### config.mk
export PLATFORM = sky130hd
export DESIGN_NAME = ddmtd_edge_stamper
export DESIGN_NICKNAME = d
export VERILOG_FILES = /design/src/rtl/ddmtd_pkg.sv /design/src/rtl/ddmtd_sampler.sv /design/src/rtl/ddmtd_median_fsm.sv /design/src/rtl/ddmtd_stamp_fifo.sv /design/src/rtl/ddmtd_edge_stamper.sv
export SDC_FILE = /design/constraint.sdc
export NUM_CORES = 1
export LEC_CHECK = 0
export CORE_ASPECT_RATIO = 1.25
export CORE_MARGIN = 5
export CORE_UTILIZATION = 50
export DETAILED_ROUTE_END_ITERATION = 12
export PLACE_DENSITY = 0.68
export SLEW_MARGIN = 30
export SYNTH_ARGS = -nofsm -noshare
export SYNTH_HDL_FRONTEND = slang
export SYNTH_SLANG_ARGS = --single-unit
### constraint.sdc
create_clock -name clk -period 3.9 [get_ports clk]
set_input_delay 0.39 -clock clk [delete_from_list [all_inputs] [get_ports clk]]
set_output_delay 0.39 -clock clk [all_outputs]
set_load 0.005 [all_outputs]
### src/rtl/ddmtd_pkg.sv
package ddmtd_pkg;

  // Phases of the beat-edge estimator
  typedef enum logic [1:0] {
    ST_HUNT   = 2'd0,  // counting a run of high samples toward arming
    ST_ARMED  = 2'd1,  // quiet high zone reached, waiting for the first low
    ST_WINDOW = 2'd2,  // accumulating high samples inside the window
    ST_SETTLE = 2'd3   // waiting for a long low run before hunting again
  } edge_state_e;

  // Pointer advance with wrap for a queue of arbitrary depth
  function automatic int unsigned wrap_inc(input int unsigned ptr, input int unsigned depth);
    return (ptr == depth - 1) ? 0 : ptr + 1;
  endfunction

endpackage

### src/rtl/ddmtd_sampler.sv
module ddmtd_sampler #(
  parameter int SYNC_STAGES = 2
) (
  input  logic clk,
  input  logic rst_n,
  input  logic test_in,
  output logic bit_out
);

  logic                   mix_q;
  logic [SYNC_STAGES-1:0] sync_q;

  // Digital mixer: the clock under test is captured by the offset reference
  always_ff @(posedge clk or negedge rst_n) begin
    if (!rst_n) mix_q <= 1'b0;
    else        mix_q <= test_in;
  end

  // Resynchronising chain, one register per stage
  for (genvar g = 0; g < SYNC_STAGES; g++) begin : g_sync
    if (g == 0) begin : g_first
      always_ff @(posedge clk or negedge rst_n) begin
        if (!rst_n) sync_q[g] <= 1'b0;
        else        sync_q[g] <= mix_q;
      end
    end else begin : g_next
      always_ff @(posedge clk or negedge rst_n) begin
        if (!rst_n) sync_q[g] <= 1'b0;
        else        sync_q[g] <= sync_q[g-1];
      end
    end
  end

  assign bit_out = sync_q[SYNC_STAGES-1];

endmodule

### src/rtl/ddmtd_median_fsm.sv
module ddmtd_median_fsm
  import ddmtd_pkg::*;
#(
  parameter int TS_W     = 32,
  parameter int SAFE_LEN = 64,
  parameter int WIN_LEN  = 32,
  parameter int LAT      = 3
) (
  input  logic            clk,
  input  logic            rst_n,
  input  logic            bit_in,
  input  logic [TS_W-1:0] tcnt,
  output logic            push,
  output logic [TS_W-1:0] stamp
);

  localparam int RUN_W = (SAFE_LEN > 1) ? $clog2(SAFE_LEN) : 1;
  localparam int WIN_W = $clog2(WIN_LEN + 1);
  localparam logic [RUN_W-1:0] RUN_LAST = RUN_W'(SAFE_LEN - 1);
  localparam logic [WIN_W-1:0] WIN_LAST = WIN_W'(WIN_LEN - 1);
  localparam logic [TS_W-1:0]  LAT_TS   = TS_W'(LAT);

  edge_state_e      state_q, state_d;
  logic [RUN_W-1:0] run_q,   run_d;
  logic [WIN_W-1:0] win_q,   win_d;
  logic [WIN_W-1:0] ones_q,  ones_d;
  logic [TS_W-1:0]  t0_q,    t0_d;
  logic             t0_en;

  // Next-state logic
  always_comb begin
    state_d = state_q;
    run_d   = run_q;
    win_d   = win_q;
    ones_d  = ones_q;
    t0_d    = t0_q;
    t0_en   = 1'b0;
    push    = 1'b0;
    stamp   = t0_q + TS_W'(ones_q) + TS_W'(bit_in);

    unique case (state_q)
      ST_HUNT: begin
        if (bit_in) begin
          if (run_q == RUN_LAST) begin
            state_d = ST_ARMED;
            run_d   = '0;
          end else begin
            run_d = run_q + 1'b1;
          end
        end else begin
          run_d = '0;
        end
      end

      ST_ARMED: begin
        if (!bit_in) begin
          // First low sample: its capture time is the counter minus the pipe depth
          state_d = ST_WINDOW;
          t0_en   = 1'b1;
          t0_d    = tcnt - LAT_TS;
          ones_d  = '0;
          win_d   = WIN_W'(1);
        end
      end

      ST_WINDOW: begin
        if (win_q == WIN_LAST) begin
          push    = 1'b1;
          state_d = ST_SETTLE;
          run_d   = '0;
        end else begin
          ones_d = ones_q + WIN_W'(bit_in);
          win_d  = win_q + 1'b1;
        end
      end

      ST_SETTLE: begin
        if (!bit_in) begin
          if (run_q == RUN_LAST) begin
            state_d = ST_HUNT;
            run_d   = '0;
          end else begin
            run_d = run_q + 1'b1;
          end
        end else begin
          run_d = '0;
        end
      end

      default: state_d = ST_HUNT;
    endcase
  end

  // State registers
  always_ff @(posedge clk or negedge rst_n) begin
    if (!rst_n) begin
      state_q <= ST_HUNT;
      run_q   <= '0;
      win_q   <= '0;
      ones_q  <= '0;
    end else begin
      state_q <= state_d;
      run_q   <= run_d;
      win_q   <= win_d;
      ones_q  <= ones_d;
    end
  end

  always_ff @(posedge clk or negedge rst_n) begin
    if (!rst_n)     t0_q <= '0;
    else if (t0_en) t0_q <= t0_d;
  end

endmodule

### src/rtl/ddmtd_stamp_fifo.sv
module ddmtd_stamp_fifo
  import ddmtd_pkg::*;
#(
  parameter int TS_W  = 32,
  parameter int DEPTH = 16
) (
  input  logic            clk,
  input  logic            rst_n,
  input  logic            wr_en,
  input  logic [TS_W-1:0] wr_data,
  input  logic            rd_en,
  output logic            valid,
  output logic [TS_W-1:0] rd_data,
  output logic            overflow
);

  localparam int AW    = (DEPTH > 1) ? $clog2(DEPTH) : 1;
  localparam int CNT_W = $clog2(DEPTH + 1);
  localparam logic [CNT_W-1:0] CNT_FULL = CNT_W'(DEPTH);

  logic [TS_W-1:0]  mem [DEPTH];
  logic [AW-1:0]    wr_ptr_q, wr_ptr_d;
  logic [AW-1:0]    rd_ptr_q, rd_ptr_d;
  logic [CNT_W-1:0] cnt_q,    cnt_d;
  logic             ovf_q,    ovf_d;
  logic             do_pop, do_push;

  always_comb begin
    do_pop   = rd_en && (cnt_q != '0);
    do_push  = wr_en && ((cnt_q != CNT_FULL) || do_pop);
    wr_ptr_d = do_push ? AW'(wrap_inc(int'(wr_ptr_q), DEPTH)) : wr_ptr_q;
    rd_ptr_d = do_pop  ? AW'(wrap_inc(int'(rd_ptr_q), DEPTH)) : rd_ptr_q;
    cnt_d    = cnt_q;
    if (do_push && !do_pop)      cnt_d = cnt_q + 1'b1;
    else if (do_pop && !do_push) cnt_d = cnt_q - 1'b1;
    ovf_d    = ovf_q || (wr_en && !do_push);
  end

  always_ff @(posedge clk or negedge rst_n) begin
    if (!rst_n) begin
      wr_ptr_q <= '0;
      rd_ptr_q <= '0;
      cnt_q    <= '0;
      ovf_q    <= 1'b0;
    end else begin
      wr_ptr_q <= wr_ptr_d;
      rd_ptr_q <= rd_ptr_d;
      cnt_q    <= cnt_d;
      ovf_q    <= ovf_d;
    end
  end

  // Storage carries no reset; validity comes from the count
  always_ff @(posedge clk) begin
    if (do_push) mem[wr_ptr_q] <= wr_data;
  end

  assign valid    = (cnt_q != '0);
  assign rd_data  = mem[rd_ptr_q];
  assign overflow = ovf_q;

endmodule

### src/rtl/ddmtd_edge_stamper.sv
module ddmtd_edge_stamper #(
  parameter int TS_W        = 32,
  parameter int SYNC_STAGES = 2,
  parameter int SAFE_LEN    = 64,
  parameter int WIN_LEN     = 32,
  parameter int FIFO_DEPTH  = 16
) (
  input  logic            clk,
  input  logic            rst_n,
  input  logic            test_clk_in,
  input  logic            rd_en,
  output logic            ts_valid,
  output logic [TS_W-1:0] ts_data,
  output logic            overflow
);

  // Registers between the pin and the estimator: mixer plus synchroniser
  localparam int LAT = SYNC_STAGES + 1;

  logic            s_bit;
  logic [TS_W-1:0] tcnt, tcnt_d;
  logic            push;
  logic [TS_W-1:0] stamp;

  // Free-running timestamp counter
  assign tcnt_d = tcnt + 1'b1;

  always_ff @(posedge clk or negedge rst_n) begin
    if (!rst_n) tcnt <= '0;
    else        tcnt <= tcnt_d;
  end

  ddmtd_sampler #(
    .SYNC_STAGES (SYNC_STAGES)
  ) u_sampler (
    .clk     (clk),
    .rst_n   (rst_n),
    .test_in (test_clk_in),
    .bit_out (s_bit)
  );

  ddmtd_median_fsm #(
    .TS_W     (TS_W),
    .SAFE_LEN (SAFE_LEN),
    .WIN_LEN  (WIN_LEN),
    .LAT      (LAT)
  ) u_fsm (
    .clk    (clk),
    .rst_n  (rst_n),
    .bit_in (s_bit),
    .tcnt   (tcnt),
    .push   (push),
    .stamp  (stamp)
  );

  ddmtd_stamp_fifo #(
    .TS_W  (TS_W),
    .DEPTH (FIFO_DEPTH)
  ) u_fifo (
    .clk      (clk),
    .rst_n    (rst_n),
    .wr_en    (push),
    .wr_data  (stamp),
    .rd_en    (rd_en),
    .valid    (ts_valid),
    .rd_data  (ts_data),
    .overflow (overflow)
  );

endmodule

=== After elaboration in Yosys (flattened, before gate mapping) ===
Memories as Yosys holds them, arrays and structs flattened.
Index checks and enable logic that the tools add are counted.

* $add $sub $neg: 11
* Eq/ne operators: 15
* Muxes and demuxes: 28
* Bitwise gates (word level): 1
* Reduce and logical (&&, ||, !) cells: 18

{| class="wikitable"
|+ Operators by type and width
! cell !! number
|-
| two-way mux 6 bit || 8
|-
| adder 32 x 1 -> 32 bit || 1
|-
| adder 32 x 1 -> 32 bit (second input constant) || 1
|-
| adder 32 x 6 -> 32 bit || 1
|-
| subtractor 32 x 2 -> 32 bit (second input constant) || 1
|-
| one-hot mux 6 bit (2 select lines) || 2
|-
| one-hot mux 6 bit (3 select lines) || 1
|-
| adder 6 x 1 -> 6 bit (second input constant) || 2
|-
| two-way mux 2 bit || 6
|-
| two-way mux 5 bit || 2
|-
| adder 4 x 1 -> 4 bit (second input constant) || 2
|-
| == test 4 bit (second input constant) || 2
|-
| two-way mux 4 bit || 2
|-
| inequality test 2 bit (second input constant) || 4
|-
| one-hot mux 2 bit (4 select lines) || 1
|-
| adder 6 x 1 -> 6 bit || 1
|-
| == test 6 x 5 -> 1 bit (second input constant) || 1
|-
| == test 6 bit (second input constant) || 1
|-
| two-way mux 1 bit || 6
|-
| inequality test 2 x 1 -> 1 bit (second input constant) || 3
|-
| AND reduction 3 bit || 2
|-
| AND reduction 6 bit || 1
|-
| adder 5 x 1 -> 5 bit (second input constant) || 1
|-
| logical AND 1 bit || 5
|-
| 12 further kinds || 16
|}

* Bits in registers: 101
* RAM bits: 512
* Bits of input ports: 4
* Output and inout port bits: 34
* Logic and storage cells: 87
* Memories: 1

{| class="wikitable"
|+ Memory list
! memory !! words !! width !! rd ports !! clocked after Yosys merged registers in !! wr ports !! RTL line !! source
|-
| u_fifo.mem || 16 || 32 || 1 || 0 || 1 || ddmtd_stamp_fifo.sv:21 || <nowiki>logic [TS_W-1:0] mem [DEPTH];</nowiki>
|}

=== Logic depth before layout (Yosys ltp) ===
* Depth in word-level cells: 8
* Mapped depth: 13
* Mapped depth without buffers: 12

=== By module ===
Synthesis repeated with hierarchy kept, for this count alone.

* Cells, all modules: 1,482
* Area total of the unflattened synthesis: 25,483.2 um^2

{| class="wikitable"
|+ By module, submodules not included
! module !! instances !! cells an instance !! area an instance (um^2) !! seq. area each (um^2)
|-
| ddmtd_stamp_fifo || 1 || 889 || 20,086.8 || 15,725.1
|-
| ddmtd_median_fsm || 1 || 463 || 3,842.4 || 1,301.2
|-
| ddmtd_edge_stamper || 1 || 127 || 1,478.9 || 800.8
|-
| ddmtd_sampler || 1 || 3 || 75.1 || 75.1
|}

=== Worst setup path before layout ===
OpenSTA, ideal clock, no wires.

* Kind: register -> register
* From: reg u_fsm.win_q[0]
* To: mem u_fifo.mem[0][0] (enable)
* Library setup time: 0.461 ns
* Arrival: 3.637 ns
* Required time: 3.439 ns
* Slack: -0.198 ns
* Cell stages (with the launch flop): 8
* Buffers on the path: 1
* Period minus slack after synthesis: 4.098 ns
* Cells stage by stage: dfrtp_1 -> ha_1 -> and3_1 -> nand3_1 -> nor2b_1 -> buf_1 -> nand2_1 -> nor3_1

* Cells in the longest elaborated chain, start to end: 6

{| class="wikitable"
|+ Ends and longest elaborated chain
! item !! RTL line !! source
|-
| from (decl) || ddmtd_median_fsm.sv:25 || <nowiki>logic [WIN_W-1:0] win_q, win_d;</nowiki>
|-
| from (signal assigned) || ddmtd_median_fsm.sv:104 || <nowiki>win_q <= win_d;</nowiki>
|-
| == test 6 x 5 -> 1 bit || ddmtd_median_fsm.sv:67 || <nowiki>if (win_q == WIN_LAST) begin</nowiki>
|-
| two-way mux 1 bit || ddmtd_median_fsm.sv:67 ||
|-
| two-way mux 1 bit || ddmtd_median_fsm.sv:41 || <nowiki>unique case (state_q)</nowiki>
|-
| logical AND 1 bit || ddmtd_stamp_fifo.sv:30 || <nowiki>do_push = wr_en && ((cnt_q != CNT_FULL) || do_pop);</nowiki>
|-
| named net u_fifo.do_push || ddmtd_stamp_fifo.sv:26 || <nowiki>logic do_pop, do_push;</nowiki>
|-
| two-way mux 1 bit || ddmtd_stamp_fifo.sv:55 || <nowiki>if (do_push) mem[wr_ptr_q] <= wr_data;</nowiki>
|-
| two-way mux 1 bit (not written as such) || ddmtd_stamp_fifo.sv:55 ||
|-
| to (decl) || ddmtd_stamp_fifo.sv:21 ||
|}

The timed path passes the listed nets, and every way through them passes these cells.

=== Worst setup path in the final report ===
* From: reg u_fifo.rd_ptr_q[2]
* To: out ts_data[30]

* Cells in the longest elaborated chain, start to end: 1

{| class="wikitable"
|+ Ends and longest elaborated chain
! item !! RTL line !! source
|-
| from (decl) || ddmtd_stamp_fifo.sv:23 || <nowiki>logic [AW-1:0] rd_ptr_q, rd_ptr_d;</nowiki>
|-
| from (signal assigned) || ddmtd_stamp_fifo.sv:47 || <nowiki>rd_ptr_q <= rd_ptr_d;</nowiki>
|-
| memory (16 x 32 bit) || n/a ||
|-
| to (decl) || ddmtd_edge_stamper.sv:13 || <nowiki>output logic [TS_W-1:0] ts_data,</nowiki>
|}

Every way passes these cells.

==> qor.yml <==
status: "finished, final reports clean"
syn-num-nets: 1600
htreeDepth: 2
netlist_top_cells_count: "edfxtp_1, mux2i_1, nand2_1"
rsz0062_at_grt: "no"
netlist.area_leader.share: 0.607
slew_viol_final: 0
dieArea_um2: 55300
reg2reg_depth: 9
core_area_um2: 50300
die_x_um: 211
cts_buffers: 57
skew_ps: 20.0
cts.sinks: 613
dr.pass1.iters: 5
rr_endpoint: "u_fifo.mem[15][20]"
vias: 13900
hold_buffers: 1
fp.dieH_um: 262
yosys.area.top_type: "edfxtp_1"
remaining_drc_errors: 0
hp-class: "primary input to register"
yosysSeqAreaShare: 0.706
cts.repair.resized: 0
synth.distinct_cells: 56
crit_end: "ts_data[30]"
start_util: 0.504
dpl-instance-area_um2: 27100
cts_tree: "yes"
critical_path_class: "register to output port"
grt_overflow: 0
grt_start_max_net_pins: 56
yosys_warnings: 0
drt-met1-wl_um: 22400
fin_crit_sh: 0.971
synth_edf_count: 512
crit_start: "u_fifo.rd_ptr_q[2]"
grt_pass1_vias: 14200
areaGrowthSynthToFinish_pct: 14.1
diodes: 0
final-hold-violation-count: 0
synth_cells: 1569
slew_headroom: 0.394
n_fill_cell: 3770
grt.total_usage: 0.202
dr_wl_met3_um: 3030
worst_slew_pin_slew_ps: 907
totalWireLength_um: 55900
vdd_ir_drop_max_mv: 0.390
cts-root-buf: "clkbuf_16"
synth_area_leaders: "edfxtp_1, dfrtp_1, mux4_2"
rrSetupSlack_ps: 690
synth_most_common_cell: "edfxtp_1"
async_reset_ff_frac: 0.165
top_layer_used: "met4"
gp_congestion: 0.787
setup_viol: 0
io_pins: 38
drv_cap: 0
vias_per_cell: 5.94
end_kind: "output port"
period_minus_slack_ps: 3790
drt_iter0_drc: 1149
synth-main-ff-cell: "edfxtp_1"
antenna_left: 0
avgSynthCellArea_um2: 16.2
required_ps: 3510
start_kind: "register"
antenna_found_initial: 0
crit_fanout: 38
cts_buffer_depth: 3
cts.clk_slew.worst_paths_ps: 60
power_mw: 16.0
netlist_area_um2: 25300
portBuffers: 37
post_cts_buffers: 0
finish.net_count: 1670
wire_per_inst_um: 23.9
power.density_nw_per_um2: 552
grt_pass1_wl_um: 85300
fmax_mhz: 264
drive_gt1_frac: 0.150
worstPathArrival_ps: 3400
setup_tns_ps: 0
dp.final_hpwl_um: 32300
ys_ff_latch: 613
r2r-start: "u_sampler.bit_out"
postLayoutCellArea_um2: 28900
insertion_delay_ps: 620
p_leak_nw: 11.3
rows: 92
wl_met2_um: 29200
cell usage in the layout, fill, tap and decap left out, types with 46 or more instances in the layout:
cell / count
nand2_1: 112
edfxtp_1: 512
nor2_1: 46
clkbuf_16: 58
mux2i_1: 130
dfrtp_1: 98
mux4_2: 64
a221oi_1: 64
o21ai_0: 74
flip-flops by register name, summed over array words and instances (netlist names):
name / flops
u_fsm.t0_q: 32
u_fsm.run_q: 6
u_fifo.mem: 512
u_fifo.wr_ptr_q: 4
u_fsm.win_q: 6
u_sampler.sync_q: 1
tcnt: 32
u_fsm.state_q: 2
u_sampler.mix_q: 1
u_fifo.cnt_q: 5
u_fsm.ones_q: 6
u_fifo.rd_ptr_q: 4
u_fifo.overflow: 1
u_sampler.bit_out: 1
stage by stage:
step / cells / setup slack (ps) / util / hold WS, ps
2_1_floorplan: 1569 / 87.0 / - / 94.4
3_3_place_gp: 2237 / 701 / 0.538 / 336
3_5_place_dp: 2237 / 532 / 0.538 / 337
4_1_cts: 2343 / 99.7 / 0.574 / 172
5_1_grt: 2343 / 7.58 / 0.575 / 195
6_report: 2343 / 115 / 0.575 / 207
per-layer routing:
layer / vias to the layer above / GRT usage
met5: - / 0
met4: 0 / 0.0535
met3: 100 / 0.0287
met2: 392 / 0.357
met1: 7136 / 0.267
li1: 6296 / -
critical path, stage by stage, from the launching register on:
cell	delay, ps
dfrtp_1	500
and2_2	790
buf_12	330
a221oi_1	190
a22oi_1	240
nand2_1	200
clkdlybuf4s50_1	500
worst min-delay path by stage:
stage                     from                  end  slack, ps  cells past startpoint
2_1_floorplan            rst_n              tcnt[0]         90                      0
3_3_place_gp   u_sampler.mix_q  u_sampler.sync_q[0]        340                      0
3_5_place_dp   u_sampler.mix_q  u_sampler.sync_q[0]        340                      0
4_1_cts            test_clk_in      u_sampler.mix_q        170                      1
5_1_grt            test_clk_in      u_sampler.mix_q        190                      1
6_report           test_clk_in      u_sampler.mix_q        210                      1
report_power, final:
group	leakage, nW	internal (mW)	switching (mW)
combinational	3.12	1.50	1.92
sequential	7.28	7.07	0.106
clock	0.877	2.99	2.38
total	11.3	11.6	4.40
kinds of logic (layout without fill, tap and decap cells):
logic type / Yosys count / count (layout) / share of synthesized area
flip-flops: 613 / 613 / 0.706
AND/OR/NAND/NOR: 316 / 316 / 0.0622
AO/OA/AOI/OAI: 219 / 219 / 0.0601
multiplexers: 196 / 196 / 0.109
buffers and inverters: 105 / 221 / 0.0160
XOR/XNOR: 93 / 93 / 0.0321
adder cells (fa/ha/maj): 27 / 27 / 0.0142
area by class of cell:
| class | count | area [um^2] | area share |
|---|---|---|---|
| clock inverter | 36 | 305 | 0.0106 |
| timing repair buffer | 99 | 1070 | 0.0371 |
| inverter | 17 | 63.8 | 0.00221 |
| tap | 658 | 823 | 0.0285 |
| multi-input combinational | 851 | 7250 | 0.251 |
| sequential | 613 | 17900 | 0.619 |
| clock buffer | 69 | 1490 | 0.0516 |
Note: power is estimated with default switching activity, not from simulation.
